### src/rtl/evtcnt_pkg.sv
package evtcnt_pkg;
  typedef enum logic [1:0] {
    QUAL_ANY   = 2'd0,
    QUAL_MODE1 = 2'd1,
    QUAL_MODE0 = 2'd2,
    QUAL_ANY_B = 2'd3
  } qual_e;

  typedef enum logic [1:0] {
    CFG_COUNT = 2'd0,
    CFG_THR   = 2'd1,
    CFG_QUAL  = 2'd2,
    CFG_PRIV  = 2'd3
  } cfg_addr_e;
endpackage

### src/rtl/evtcnt_cfg.sv
module evtcnt_cfg
  import evtcnt_pkg::*;
#(
  parameter int CNT_W     = 47,
  parameter int MAX_INC   = 6,
  parameter int PRIV_LVLS = 4,
  localparam int THR_W    = (MAX_INC > 1) ? $clog2(MAX_INC) : 1
) (
  input  logic                 clk,
  input  logic                 rst_n,
  input  logic                 we_i,
  input  logic [1:0]           addr_i,
  input  logic [CNT_W-1:0]     wdata_i,
  output logic [THR_W-1:0]     thr_o,
  output qual_e                qual_o,
  output logic [PRIV_LVLS-1:0] mask_o
);
  localparam logic [CNT_W-1:0] THR_LIM = CNT_W'(MAX_INC - 1);

  always_ff @(posedge clk) begin
    if (!rst_n) begin
      thr_o  <= '0;
      qual_o <= QUAL_ANY;
      mask_o <= '1;
    end else if (we_i) begin
      case (cfg_addr_e'(addr_i))
        CFG_THR:  thr_o  <= (wdata_i > THR_LIM) ? THR_LIM[THR_W-1:0] : wdata_i[THR_W-1:0];
        CFG_QUAL: qual_o <= qual_e'(wdata_i[1:0]);
        CFG_PRIV: mask_o <= wdata_i[PRIV_LVLS-1:0];
        default:  ;
      endcase
    end
  end

  // stored threshold never leaves the legal range
  p_thr_legal_r4: assert property (@(posedge clk) disable iff (!rst_n)
    thr_o <= THR_LIM[THR_W-1:0]);
endmodule

### src/rtl/evtcnt_qual.sv
module evtcnt_qual
  import evtcnt_pkg::*;
#(
  parameter int MAX_INC   = 6,
  parameter int PRIV_LVLS = 4,
  localparam int OCC_W    = $clog2(MAX_INC + 1),
  localparam int PRIV_W   = (PRIV_LVLS > 1) ? $clog2(PRIV_LVLS) : 1,
  localparam int THR_W    = (MAX_INC > 1) ? $clog2(MAX_INC) : 1
) (
  input  logic                 clk,
  input  logic                 rst_n,
  input  logic                 valid_i,
  input  logic [OCC_W-1:0]     occ_i,
  input  logic                 mode_i,
  input  logic [PRIV_W-1:0]    priv_i,
  input  logic [THR_W-1:0]     thr_i,
  input  qual_e                qual_i,
  input  logic [PRIV_LVLS-1:0] mask_i,
  output logic [OCC_W-1:0]     inc_o
);
  logic [PRIV_LVLS-1:0] lvl_hit;
  logic                 mode_ok;
  logic                 accept;

  for (genvar g = 0; g < PRIV_LVLS; g++) begin : g_lvl
    assign lvl_hit[g] = mask_i[g] && (priv_i == PRIV_W'(g));
  end

  always_comb begin
    case (qual_i)
      QUAL_MODE1: mode_ok = mode_i;
      QUAL_MODE0: mode_ok = !mode_i;
      default:    mode_ok = 1'b1;
    endcase
  end

  assign accept = valid_i && mode_ok && (|lvl_hit);

  always_comb begin
    if (!accept)
      inc_o = '0;
    else if (thr_i == '0)
      inc_o = occ_i;
    else
      inc_o = (OCC_W'(thr_i) < occ_i) ? OCC_W'(1) : '0;
  end

  // threshold mode contributes at most one per cycle
  p_thr_single_r3: assert property (@(posedge clk) disable iff (!rst_n)
    (thr_i != '0) |-> (inc_o <= OCC_W'(1)));
  // invalid cycles contribute nothing
  p_idle_zero_r7: assert property (@(posedge clk) disable iff (!rst_n)
    !valid_i |-> (inc_o == '0));
endmodule

### src/rtl/evtcnt_acc.sv
module evtcnt_acc #(
  parameter int CNT_W = 47,
  parameter int INC_W = 3
) (
  input  logic             clk,
  input  logic             rst_n,
  input  logic [INC_W-1:0] inc_i,
  input  logic             load_i,
  input  logic [CNT_W-1:0] load_val_i,
  output logic [CNT_W-1:0] cnt_o,
  output logic             ovf_o
);
  logic [CNT_W:0] sum;

  assign sum = {1'b0, cnt_o} + (CNT_W+1)'(inc_i);

  always_ff @(posedge clk) begin
    if (!rst_n) begin
      cnt_o <= '0;
      ovf_o <= 1'b0;
    end else if (load_i) begin
      cnt_o <= load_val_i;
      ovf_o <= 1'b0;
    end else begin
      cnt_o <= sum[CNT_W-1:0];
      ovf_o <= sum[CNT_W];
    end
  end

  // a preload wins over the increment of the same cycle
  p_load_wins_r8: assert property (@(posedge clk) disable iff (!rst_n)
    load_i |=> (cnt_o == $past(load_val_i)));
  // a wrap leaves only a small residue
  p_wrap_small_r9: assert property (@(posedge clk) disable iff (!rst_n)
    ovf_o |-> (cnt_o < CNT_W'(2**INC_W)));
  // overflow is a single-cycle pulse unless a new increment wraps again
  p_ovf_pulse_r9: assert property (@(posedge clk) disable iff (!rst_n)
    (ovf_o && inc_i == '0) |=> !ovf_o);
  // without increment or load the counter holds
  p_hold_r7: assert property (@(posedge clk) disable iff (!rst_n)
    (!load_i && inc_i == '0) |=> $stable(cnt_o));
endmodule

### src/rtl/evt_thresh_counter.sv
module evt_thresh_counter
  import evtcnt_pkg::*;
#(
  parameter int CNT_W     = 47,
  parameter int MAX_INC   = 6,
  parameter int PRIV_LVLS = 4,
  localparam int OCC_W    = $clog2(MAX_INC + 1),
  localparam int PRIV_W   = (PRIV_LVLS > 1) ? $clog2(PRIV_LVLS) : 1,
  localparam int THR_W    = (MAX_INC > 1) ? $clog2(MAX_INC) : 1
) (
  input  logic              clk,
  input  logic              rst_n,
  input  logic              occ_valid_i,
  output logic              occ_ready_o,
  input  logic [OCC_W-1:0]  occ_i,
  input  logic              isa_mode_i,
  input  logic [PRIV_W-1:0] priv_i,
  input  logic              cfg_we_i,
  input  logic [1:0]        cfg_addr_i,
  input  logic [CNT_W-1:0]  cfg_wdata_i,
  output logic [CNT_W-1:0]  count_o,
  output logic              ovf_o
);
  logic [THR_W-1:0]     thr;
  qual_e                qual;
  logic [PRIV_LVLS-1:0] mask;
  logic [OCC_W-1:0]     inc;
  logic                 load;

  assign occ_ready_o = 1'b1;
  assign load        = cfg_we_i && (cfg_addr_e'(cfg_addr_i) == CFG_COUNT);

  evtcnt_cfg #(.CNT_W(CNT_W), .MAX_INC(MAX_INC), .PRIV_LVLS(PRIV_LVLS)) u_cfg (
    .clk(clk), .rst_n(rst_n), .we_i(cfg_we_i), .addr_i(cfg_addr_i),
    .wdata_i(cfg_wdata_i), .thr_o(thr), .qual_o(qual), .mask_o(mask)
  );

  evtcnt_qual #(.MAX_INC(MAX_INC), .PRIV_LVLS(PRIV_LVLS)) u_qual (
    .clk(clk), .rst_n(rst_n), .valid_i(occ_valid_i), .occ_i(occ_i),
    .mode_i(isa_mode_i), .priv_i(priv_i), .thr_i(thr), .qual_i(qual),
    .mask_i(mask), .inc_o(inc)
  );

  evtcnt_acc #(.CNT_W(CNT_W), .INC_W(OCC_W)) u_acc (
    .clk(clk), .rst_n(rst_n), .inc_i(inc), .load_i(load),
    .load_val_i(cfg_wdata_i), .cnt_o(count_o), .ovf_o(ovf_o)
  );
endmodule

### config.mk
export PLATFORM = sky130hd
export DESIGN_NAME = evt_thresh_counter
export DESIGN_NICKNAME = d
export VERILOG_FILES = /design/src/rtl/evtcnt_pkg.sv /design/src/rtl/evtcnt_cfg.sv /design/src/rtl/evtcnt_qual.sv /design/src/rtl/evtcnt_acc.sv /design/src/rtl/evt_thresh_counter.sv
export SDC_FILE = /design/constraint.sdc
export NUM_CORES = 1
export LEC_CHECK = 0
export BUFFER_PORTS_ARGS = -buffer_cell sky130_fd_sc_hd__buf_2
export CAP_MARGIN = 20
export CORE_MARGIN = 3
export CORE_UTILIZATION = 46
export CTS_CLUSTER_SIZE = 8
export DETAILED_ROUTE_END_ITERATION = 8
export PLACE_DENSITY_LB_ADDON = 0.05
export RECOVER_POWER = 100
export SLEW_MARGIN = 15
export SYNTH_ARGS = -nofsm -noshare
export SYNTH_HDL_FRONTEND = slang
export SYNTH_SLANG_ARGS = --single-unit
### constraint.sdc
create_clock -name clk -period 2.7 [get_ports clk]
set_input_delay 0.27 -clock clk [delete_from_list [all_inputs] [get_ports clk]]
set_output_delay 0.27 -clock clk [all_outputs]
set_load 0.01 [all_outputs]
### Word-level counts from Yosys, hierarchy flattened

Index checks and enable logic that the tools add are counted.

* flip-flop bits (word level): 57
* output and inout port bits: 49
* word-level logic and storage cells: 39

* $add $sub $neg: 1
* magnitude comparators: 2
* equal/unequal tests: 8
* multiplexer cells: 6
* bitwise gates (word level): 1
* reductions and logical operators: 16

Operators by type and width (number)
* adder 47 x 3 -> 48 bit: 1
* greater-than comparator 47 x 3 -> 1 bit, second input constant: 1
* two-way mux 47 bit: 1
* == test 2 bit, second input constant: 5
* two-way mux 3 bit: 3
* logical AND 1 bit: 7
* == test 2 x 1 -> 1 bit, second input constant: 3
* AND reduction 2 bit: 3
* zero test 2 bit: 2
* OR reduction 4 bit: 1
* zero test 3 bit: 1
* less-than comparator 3 bit: 1
* case mux 1 bit (2 select lines): 1
* OR reduction 2 bit: 1
* zero test 1 bit: 1
* two-way mux 1 bit: 1
* inverter 1 bit: 1

### Longest topological paths before layout

Gate-level depths: netlist of run 1.

* depth in word-level cells: 7
* depth in mapped cells: 14

### Modules after synthesis

A second synthesis of run 1 with hierarchy kept.

* cells, all modules: 401
* area total of the unflattened synthesis: 3310.7 um^2

By module, submodules not included
* evtcnt_acc: instances 1, cells an instance 328, area an instance 2658.8 um^2, sequential area each 960.9 um^2
* evtcnt_cfg: instances 1, cells an instance 51, area an instance 466.7 um^2, sequential area each 180.2 um^2
* evtcnt_qual: instances 1, cells an instance 19, area an instance 161.4 um^2, sequential area each 0.0 um^2
* evt_thresh_counter: instances 1, cells an instance 3, area an instance 23.8 um^2, sequential area each 0.0 um^2

### Least setup slack after synthesis of run 1

No wires, ideal clock.

* path type: reg-to-reg
* start point: reg u_cfg.qual_o[0]
* end point: reg u_acc.cnt_o[37]
* data arrival time: 2.863 ns
* required time: 2.626 ns
* slack: -0.237 ns
* stages on the path, launching flop included: 13
* period minus slack after synthesis: 2.937 ns
* path through: dfxtp_1 -> inv_1 -> ha_1 -> mux2_2 -> o211ai_1 -> nor2b_1 -> and2_1 -> ha_1 -> a21oi_1 -> a211oi_2 -> nand4_1 -> or4_2 -> a31oi_1

* word-level cells in the longest chain between the ends: 7
* elaborated cells between the ends (all ways): 8
* classes of those cells: add/sub: 1; eq/ne: 2; mux: 3; reduce/logical: 2

RTL lines
* start, declared: line evtcnt_cfg.sv:15 `output qual_e qual_o,`
* start signal, assigned: line evtcnt_cfg.sv:28 `CFG_QUAL: qual_o <= qual_e'(wdata_i[1:0]);`
* == test 2 bit / == test 2 x 1 -> 1 bit (equally long branches): line evtcnt_qual.sv:30 `case (qual_i)`
* case mux 1 bit (2 select lines) (*): line evtcnt_qual.sv:30
* logical AND 1 bit (*) (2 in series): line evtcnt_qual.sv:37 `assign accept = valid_i && mode_ok && (|lvl_hit);`
* two-way mux 3 bit (*): line evtcnt_qual.sv:40 `if (!accept)`
* adder 47 x 3 -> 48 bit (*): line evtcnt_acc.sv:15 `assign sum = {1'b0, cnt_o} + (CNT_W+1)'(inc_i);`
* two-way mux 47 bit (*): line evtcnt_acc.sv:21 `end else if (load_i) begin`
* end signal, assigned: line evtcnt_acc.sv:22 `cnt_o <= load_val_i;`
* end signal, assigned: line evtcnt_acc.sv:25 `cnt_o <= sum[CNT_W-1:0];`
* end, declared: line evtcnt_acc.sv:10 `output logic [CNT_W-1:0] cnt_o,`

Every way passes the cells marked *; elsewhere a longest branch is shown, timed or not.
A chain may end at the register's enable or synchronous reset.

### Worst setup path in the final report of run 1

* start point: reg u_cfg.qual_o[1]
* end point: reg u_acc.cnt_o[38]

Same word-level chain as after synthesis.

==> results of run 1 <==
## Yosys cell counts (3+ instances only)
cell type | count | share of area
mux2i_1 | 7 | 0.022
and4_1 | 3 | 0.0081
and3_1 | 4 | 0.0078
and2_1 | 5 | 0.0097
xnor2_1 | 10 | 0.027
o31ai_1 | 9 | 0.021
a21oi_1 | 20 | 0.031
or4_1 | 6 | 0.014
or3_1 | 10 | 0.019
nor2b_1 | 3 | 0.0058
a211oi_1 | 9 | 0.021
nor3_1 | 4 | 0.0062
xor2_1 | 11 | 0.030
a31oi_1 | 23 | 0.045
o21ai_0 | 50 | 0.078
clkbuf_1 | 15 | 0.017
nor2_1 | 19 | 0.022
nand3_1 | 22 | 0.034
or4_2 | 3 | 0.0081
inv_1 | 16 | 0.019
dfxtp_1 | 57 | 0.35
nor4_1 | 15 | 0.029
buf_4 | 3 | 0.0070
o211ai_1 | 3 | 0.0070
nand4_1 | 15 | 0.029
nand2_1 | 20 | 0.023
ha_1 | 7 | 0.027
## worst max-delay path, delay by kind of cell, from the launching register on
family	cells	cell delay [ps]
adder cells (fa/ha/maj)	2	460
AO/OA/AOI/OAI	3	440
buffers and inverters	3	340
AND/OR/NAND/NOR	5	1080
flip-flops	1	370
multiplexers	1	260
## worst max path at each step
stage	startpoint	to	slack, ps	cells after the start
floorplan	u_cfg.qual_o[0]$_SDFFE_PN0P_	u_acc.cnt_o[37]$_SDFF_PN0_	-60	12
finish	u_cfg.qual_o[1]$_SDFFE_PN0P_	u_acc.cnt_o[38]$_SDFF_PN0_	-340	14
detailed placement	u_cfg.qual_o[1]$_SDFFE_PN0P_	u_acc.cnt_o[27]$_SDFF_PN0_	-350	13
global placement	u_cfg.qual_o[0]$_SDFFE_PN0P_	u_acc.cnt_o[27]$_SDFF_PN0_	-210	13
global route	u_cfg.qual_o[1]$_SDFFE_PN0P_	u_acc.cnt_o[27]$_SDFF_PN0_	-500	13
CTS	u_cfg.qual_o[0]$_SDFFE_PN0P_	u_acc.cnt_o[37]$_SDFF_PN0_	-310	13
## placed cells by master (no fill, tap or decap), types with 4 or more instances in the layout
| cell type | n |
|---|---|
| a211oi_1 | 8 |
| a21oi_1 | 18 |
| a31oi_1 | 23 |
| buf_2 | 86 |
| buf_4 | 26 |
| buf_6 | 6 |
| clkbuf_1 | 20 |
| clkbuf_8 | 12 |
| dfxtp_1 | 54 |
| ha_4 | 4 |
| inv_1 | 13 |
| mux2i_1 | 7 |
| nand2_1 | 19 |
| nand3_1 | 15 |
| nand3_2 | 6 |
| nand4_1 | 15 |
| nor2_1 | 19 |
| nor4_1 | 15 |
| o21ai_0 | 49 |
| o31ai_1 | 9 |
| or3_1 | 10 |
| or4_1 | 5 |
| or4_4 | 4 |
| xnor2_1 | 9 |
| xor2_1 | 11 |
## through the flow
stage | total power, mW | std cells
detailed placement | 1.26 | 595
finish | 2.00 | 619
CTS | 2.01 | 617
global route | 2.09 | 619
floorplan | 1.12 | 394
global placement | 1.25 | 595
## power groups by stage
stage,logic [mW],registers (mW),clock network (mW)
floorplan,0.148,0.968,0
global route,0.358,0.953,0.779
finish,0.325,0.944,0.726
CTS,0.323,0.943,0.741
global placement,0.297,0.958,0
detailed placement,0.303,0.960,0
## layer usage
metal	up-vias	GRT usage	wire [um]
li1	1742	-	-
met1	1608	0.331	4380
met2	147	0.362	4430
met3	12	0.0434	723
met4	0	0.0690	121
met5	-	0	0
## flip-flops by register name, indices dropped and copies added, names as in the netlist
| register | flops |
|---|---|
| u_cfg.mask_o | 4 |
| u_acc.cnt_o | 47 |
| u_acc.ovf_o | 1 |
| u_cfg.thr_o | 3 |
| u_cfg.qual_o | 2 |
## kinds of logic after synthesis
group / share of synthesized area
AND/OR/NAND/NOR: 0.258
AO/OA/AOI/OAI: 0.211
flip-flops: 0.354
buffers and inverters: 0.0531
XOR/XNOR: 0.0570
multiplexers: 0.0322
adder cells (fa/ha/maj): 0.0334
other: 0.00116
## final cells by class
type,instances,area [um^2],area share
multi-input combinational,299,2100,0.478
inverter,16,60.1,0.0137
sequential,57,1150,0.261
clock inverter,3,15.0,0.00342
clock buffer,12,165,0.0376
timing repair buffer,139,788,0.180
tap,93,116,0.0265
## timing repair
| item | 4_1_cts | 5_1_grt |
|---|---|---|
| pin swaps | 12 | 23 |
| resized for setup | 9 | 18 |
| setup buffers | 7 | 5 |
| endpoints found under the setup margin | 37 | 43 |
==> results_dict.tcl, run 1 <==
set metrics [dict create \
    placementRows 29 \
    setup_viol 33 \
    path_clk_slew_ps 70 \
    critical_path_class "register to register" \
    cap_violations 0 \
    wirelength_um 9650 \
    antennaDiodeCount 0 \
    yosysSeqAreaShare 0.354 \
    syn_to_final_growth_pct 36.1 \
    rr_endpoint "u_acc.cnt_o[38]$_SDFF_PN0_" \
    finalSetupTns_ps -6170 \
    whs_endpoint "u_acc.cnt_o[0]$_SDFF_PN0_" \
    dieArea_um2 8050 \
    critical_path.max_stage_delay_ps 400 \
    p_sw_frac 0.278 \
    hp-start "cfg_wdata_i[0]" \
    netlist_area_um2 3230 \
    nNetsFinal 589 \
    path_cells "inv_2 -> ha_2 -> mux2_4 -> o211ai_1 -> nor2b_1 -> and2_4 -> ha_4 -> buf_4 -> a21oi_4 -> nor3_4 -> nand4_1 -> buf_4 -> or4_4 -> a31oi_1" \
    status "finished, violations left" \
    crit_top_cell "buf_4" \
    worstSkewPairLatency_ps 330 \
    cts_tree "yes" \
    gr-usage-all-layers 0.233 \
    synth_nets 461 \
    async_flop_share 0 \
    setup_slack_ps -335 \
    gp_congestion 0.836 \
    ctsRootBufferMaster "clkbuf_8" \
    grt_pass1_vias 3133 \
    maxSlewViolCount 0 \
    p_leak_nw 1.71 \
    placed_cell_area_um2 4030 \
    maxSlewHeadroom 0.419 \
    timing.rr.start "u_cfg.qual_o[1]$_SDFFE_PN0P_" \
    antenna_found_initial 0 \
    hold_ws_ps 220 \
    critPathMaxFanout 4 \
    dr.pass1.iters 5 \
    drive_gt1_frac 0.340 \
    via_count 3509 \
    grt_setup_unrepaired "yes" \
    worstHoldPathType "input pin to register" \
    initial_utilization 0.491 \
    fin_crit_sh 1.12 \
    power_frac_clock 0.364 \
    fin_util 0.668 \
    crit_slowest_cell "or4_4" \
    wl_per_cell_um 15.6 \
    synth-edff-count 0 \
    drc 0 \
    avgSynthCellArea_um2 8.19 \
    die_w_um 89.7 \
    syn_inst 394 \
    grt_max_degree 93 \
    yosysWarningCount 0 \
    cts-buffers-inserted 9 \
    worst_pin_slew_ps 872 \
    irDropWorstVdd_mv 0.299 \
    clock_path_buffers 2 \
    ys_types 47 \
    fillerInstances 588 \
    hold_buffers 0 \
    gr-total-overflow 0 \
    p_switching_uw 554 \
    holdPathStages 3 \
    ys_seq_elements 57 \
    startpoint_type "register" \
    die_h_um 89.7 \
    cp-end-kind "register" \
    portBuffers 106 \
    reg2reg_depth 14 \
    p_int_mw 1.44 \
    hold_violations 0 \
    arrival_ps 3290 \
    grt_first_pass_wirelength_um 15600 \
    synthFlopType "dfxtp_1" \
    required_ps 2950 \
    antenna_left 0 \
    power_frac_comb 0.163 \
    dpl_worst_slack_ps -346 \
    ios 108 \
    routed_via_density 5.67 \
    r2r_slack_ps -340 \
    fin_worst_skew_ps 9.49 \
    fin_area_um2 4390 \
    core_um2 6570 \
    p_seq_frac 0.473 \
    cts_max_level 3 \
    layout_min_cycle_time_ps 3040 \
    cts.sinks 57 \
    fmax_mhz 329 \
    drt-initial-drc-count 159 \
    violations "setup timing" \
    pwr_density_cell_nw_per_um2 455 \
    dp_hpwl_um 7040 \
]
No activity file was read; power rests on OpenSTA's default activity.
==> inputs of run 2 (changes only) <==
Settings changed: CORE_UTILIZATION 46 to 40.
==> results_dict.tcl, run 2 (synthesized netlist as in run 1, its figures left out) <==
set metrics [dict create \
    worstHoldPathType "input pin to register" \
    setup_slack_ps -324 \
    worst_pin_slew_ps 921 \
    required_ps 2960 \
    die_h_um 95.8 \
    p_int_mw 1.55 \
    hold_violations 0 \
    arrival_ps 3290 \
    cts-buffers-inserted 9 \
    worstSkewPairLatency_ps 330 \
    p_sw_frac 0.270 \
    maxSlewViolCount 0 \
    final_cell_mix "buf_2 (87), dfxtp_1 (54), o21ai_0 (49)" \
    drt-initial-drc-count 238 \
    violations "setup timing" \
    drive_gt1_frac 0.318 \
    top_register "u_acc.cnt_o" \
    wirelength_um 9850 \
    status "finished, violations left" \
    cts.sinks 57 \
    core_um2 7770 \
    dp_hpwl_um 7300 \
    layout_commonest_cell "buf_2" \
    startpoint_type "register" \
    p_leak_nw 1.72 \
    setup_viol 38 \
    fin_worst_skew_ps 11.1 \
    critical_path_class "register to register" \
    die_w_um 95.8 \
    power_frac_clock 0.410 \
    path_clk_slew_ps 70 \
    p_switching_uw 573 \
    dieArea_um2 9180 \
    drc 0 \
    cap_violations 0 \
    cp-end-kind "register" \
    largest_register_ff_count 47 \
    power_frac_comb 0.146 \
    gr-usage-all-layers 0.218 \
    antenna_found_initial 0 \
    r2r_slack_ps -320 \
    cts_tree "yes" \
    ios 108 \
    placed_cell_area_um2 4040 \
    clock_path_buffers 2 \
    grt_max_degree 50 \
    hold_ws_ps 217 \
    grt_pass1_vias 3165 \
    layout_min_cycle_time_ps 3020 \
    via_count 3493 \
    p_seq_frac 0.444 \
    gr-total-overflow 0 \
    fin_area_um2 4340 \
    pwr_density_cell_nw_per_um2 489 \
    syn_to_final_growth_pct 34.5 \
    dpl_worst_slack_ps -358 \
    grt_setup_unrepaired "yes" \
    dr.pass1.iters 4 \
    wl_per_cell_um 15.7 \
    nNetsFinal 587 \
    routed_via_density 5.57 \
    grt_first_pass_wirelength_um 15600 \
    irDropWorstVdd_mv 0.225 \
    antennaDiodeCount 0 \
    reg.largest.list "u_acc.cnt_o x47, u_cfg.mask_o x4, u_cfg.thr_o x3" \
    gp_congestion 0.825 \
    antenna_left 0 \
    initial_utilization 0.415 \
    ctsRootBufferMaster "clkbuf_8" \
    portBuffers 106 \
    fin_crit_sh 1.12 \
    finalSetupTns_ps -4990 \
    fmax_mhz 331 \
    maxSlewHeadroom 0.386 \
    critPathMaxFanout 7 \
    cts_max_level 3 \
    placementRows 32 \
]
==> run 2: cell count changes in the layout (fill, tap and decap cells not counted), moves of 2 or more <==
| cell | delta |
|---|---|
| clkbuf_8 | -3 |
| buf_4 | -2 |
| nor3_2 | -2 |
| nand3_1 | +4 |
| ha_4 | -2 |
| ha_1 | +2 |
| nand3_2 | -3 |
| bufinv_16 | +2 |
==> run 2: final cells by class <==
type                            instances  area (um^2)
Clock buffer                           10          128
Clock inverter                          6         82.6
Fill cell                             800         3430
Inverter                               16         60.1
Multi-Input combinational cell        299         2030
Sequential cell                        57         1140
Tap cell                              102          128
Timing Repair Buffer                  137          767
==> run 2: what timing repair did <==
action | in CTS | in global routing
cloned | 1 | 1
buffers inserted | 5 | 1
endpoints found under the setup margin | 42 | 44
pin swaps | 13 | 11
resized for setup | 8 | 6
hold buffers | 0 | 0
==> run 2: critical path: stages, from the launching register on <==
cell	delay [ps]
dfxtp_2	340
inv_1	50
ha_1	170
mux2_4	250
o211ai_1	250
nor2b_1	100
and2_4	160
ha_4	290
nand3_2	110
a211oi_4	270
buf_6	150
nand4_1	240
or3_1	420
a31oi_1	150
==> run 2: metal layers <==
metal	share of wire	vias up	global-route usage
li1	-	1740	-
met3	0.063	8	0.0344
met5	0	-	0
met4	0.0098	0	0.0664
met1	0.49	1648	0.320
met2	0.43	97	0.325
==> run 2: power by group through the flow <==
stage          sequential [mW]  combinational (mW)  clock [mW]
5_1_grt                  0.951               0.345       0.928
6_report                 0.943               0.309       0.871
3_3_place_gp             0.959               0.306           0
4_1_cts                  0.941               0.315       0.885
3_5_place_dp             0.960               0.309           0
2_1_floorplan            0.968               0.148           0
==> run 2: path summary, 6_finish.rpt <==
kind                                                   start                            to  depth (start not counted)
worst max register to register  u_cfg.qual_o[1]$_SDFFE_PN0P_    u_acc.cnt_o[27]$_SDFF_PN0_                         13
worst max-delay path            u_cfg.qual_o[1]$_SDFFE_PN0P_    u_acc.cnt_o[27]$_SDFF_PN0_                         13
worst min-delay path                          cfg_wdata_i[0]  u_cfg.qual_o[0]$_SDFFE_PN0P_                          3
worst min register to register  u_cfg.mask_o[1]$_SDFFE_PN1P_  u_cfg.mask_o[1]$_SDFFE_PN1P_                          2
==> run 2: stage by stage <==
stage,utilization,total power [mW],instances
global placement,0.520,1.26,603
finish,0.558,2.12,627
global route,0.558,2.22,627
detailed placement,0.520,1.27,603
floorplan,-,1.12,394
CTS,0.557,2.14,625
==> inputs of run 3 (changes only) <==
Settings changed: CORE_MARGIN 3 to 1.
Clock period 2.7 ns to 3.4 ns, I/O delays scaled along.
==> results_dict.tcl, run 3 (synthesized netlist as in run 1, its figures left out) <==
set metrics [dict create \
    dr.pass1.iters 4 \
    die_h_um 91.8 \
    syn_to_final_growth_pct 25.4 \
    largest_register_ff_count 47 \
    gr-usage-met2 0.337 \
    final_cell_mix "buf_2 (57), dfxtp_1 (55), o21ai_0 (50), clkbuf_1 (50), a31oi_1 (23)" \
    layout_commonest_cell "buf_2" \
    ff_latch_area_um2 1140 \
    top_usage_layer "met2" \
    nNetsFinal 566 \
    startpoint_type "register" \
    maxSlewViolCount 0 \
    fin_worst_skew_ps 12.5 \
    irDropWorstVdd_mv 0.169 \
    arrival_ps 3490 \
    instances_no_fill 606 \
    path_clk_slew_ps 70 \
    wirelength_um 9240 \
    drc 0 \
    fin_crit_sh 0.949 \
    die_w_um 91.8 \
    cts-buffers-inserted 9 \
    reg.largest.list "u_acc.cnt_o x47, u_cfg.mask_o x4, u_cfg.thr_o x3" \
    worstHoldPathType "input pin to register" \
    status "finished, final reports clean" \
    fin_util 0.521 \
    top_register "u_acc.cnt_o" \
    drt-initial-drc-count 148 \
    ios 108 \
    dp_cells 588 \
    pwr_density_cell_nw_per_um2 411 \
    drive_gt1_frac 0.200 \
    hold_buffers 0 \
    fillerInstances 816 \
    fmax_mhz 310 \
    hold_ws_ps 274 \
    cts_tree "yes" \
    multi_input_area_um2 1940 \
    portBuffers 106 \
    dp_hpwl_um 6800 \
    hp-start "cfg_wdata_i[0]" \
    grt_max_degree 64 \
    layout_min_cycle_time_ps 3230 \
    ctsRootBufferMaster "clkbuf_8" \
    gr-usage-all-layers 0.220 \
    p_leak_nw 1.48 \
    antenna_left 0 \
    grt_first_pass_wirelength_um 14600 \
    cap_violations 0 \
    cts_max_level 3 \
    critical_path_class "register to register" \
    antennaDiodeCount 0 \
    worstSetupStartpoint "u_cfg.qual_o[0]$_SDFFE_PN0P_" \
    antenna_found_initial 0 \
    gp_congestion 0.806 \
    gr-total-overflow 0 \
    hold_violations 0 \
    dieArea_um2 8430 \
    timing.rr.start "u_cfg.qual_o[0]$_SDFFE_PN0P_" \
    cts.sinks 57 \
    setup_viol 0 \
    clock_path_buffers 2 \
    cp-end-kind "register" \
    critPathMaxFanout 4 \
    met1_usage 0.301 \
    required_ps 3660 \
    grt_pass1_vias 3007 \
    met3_usage 0.0514 \
    worstSkewPairLatency_ps 340 \
    via_count 3402 \
    worst_pin_slew_ps 719 \
    wl_per_cell_um 15.2 \
    routed_via_density 5.61 \
    initial_utilization 0.415 \
    maxSlewHeadroom 0.521 \
    placementRows 32 \
    core_um2 7770 \
]
-- run 3: worst max-delay path, cell delays in order, from the launching register on --
cell,delay (ps)
dfxtp_2,340
inv_1,40
ha_1,180
mux2_2,260
o211ai_1,260
nor2b_1,90
and2_1,190
ha_4,290
nand3_2,120
a211oi_4,350
nand4_1,250
or4_2,590
a31oi_1,170
-- run 3: repair_timing --
action / CTS / global route
setup endpoints to repair: 0 / 9
buffers inserted: 0 / 2
resized for setup: 0 / 8
hold endpoints to repair: 0 / 0
-- run 3: cell type report --
class,count,area share
clock inverters,6,0.0204
repair buffers,116,0.139
flip-flops and latches,57,0.283
clock buffers,10,0.0315
inverters,16,0.0148
well taps,102,0.0315
multi-input cells,299,0.480
-- run 3: per-stage QoR --
| step | setup TNS [ps] | area (um^2) | power [mW] | setup slack (ps) |
|---|---|---|---|---|
| 2_1_floorplan | 0 | 3230 | 0.873 | 463 |
| 4_1_cts | 0 | 4060 | 1.67 | 118 |
| 5_1_grt | -25.0 | 4050 | 1.74 | -25.0 |
| 3_3_place_gp | 0 | 3840 | 0.977 | 226 |
| 6_report | 0 | 4050 | 1.66 | 173 |
| 3_5_place_dp | 0 | 3840 | 0.980 | 152 |
-- run 3: power breakdown --
group | internal, mW | switching [mW] | leakage (nW)
Combinational | 0.0957 | 0.122 | 0.904
Sequential | 0.705 | 0.0429 | 0.467
Clock | 0.409 | 0.286 | 0.106
-- run 3: worst paths after layout --
check / to / slack (ps) / cells past startpoint
max reg2reg: u_acc.cnt_o[37]$_SDFF_PN0_ / 170 / 12
max: u_acc.cnt_o[37]$_SDFF_PN0_ / 170 / 12
min: u_cfg.qual_o[0]$_SDFFE_PN0P_ / 270 / 3
min reg2reg: u_cfg.mask_o[3]$_SDFFE_PN1P_ / 480 / 2
-- run 3: metal layers --
metal  vias up  part of all wire
met5         -                 0
met4         0             0.016
met3        14             0.048
met2        90              0.46
met1      1609              0.48
li1       1689                 -
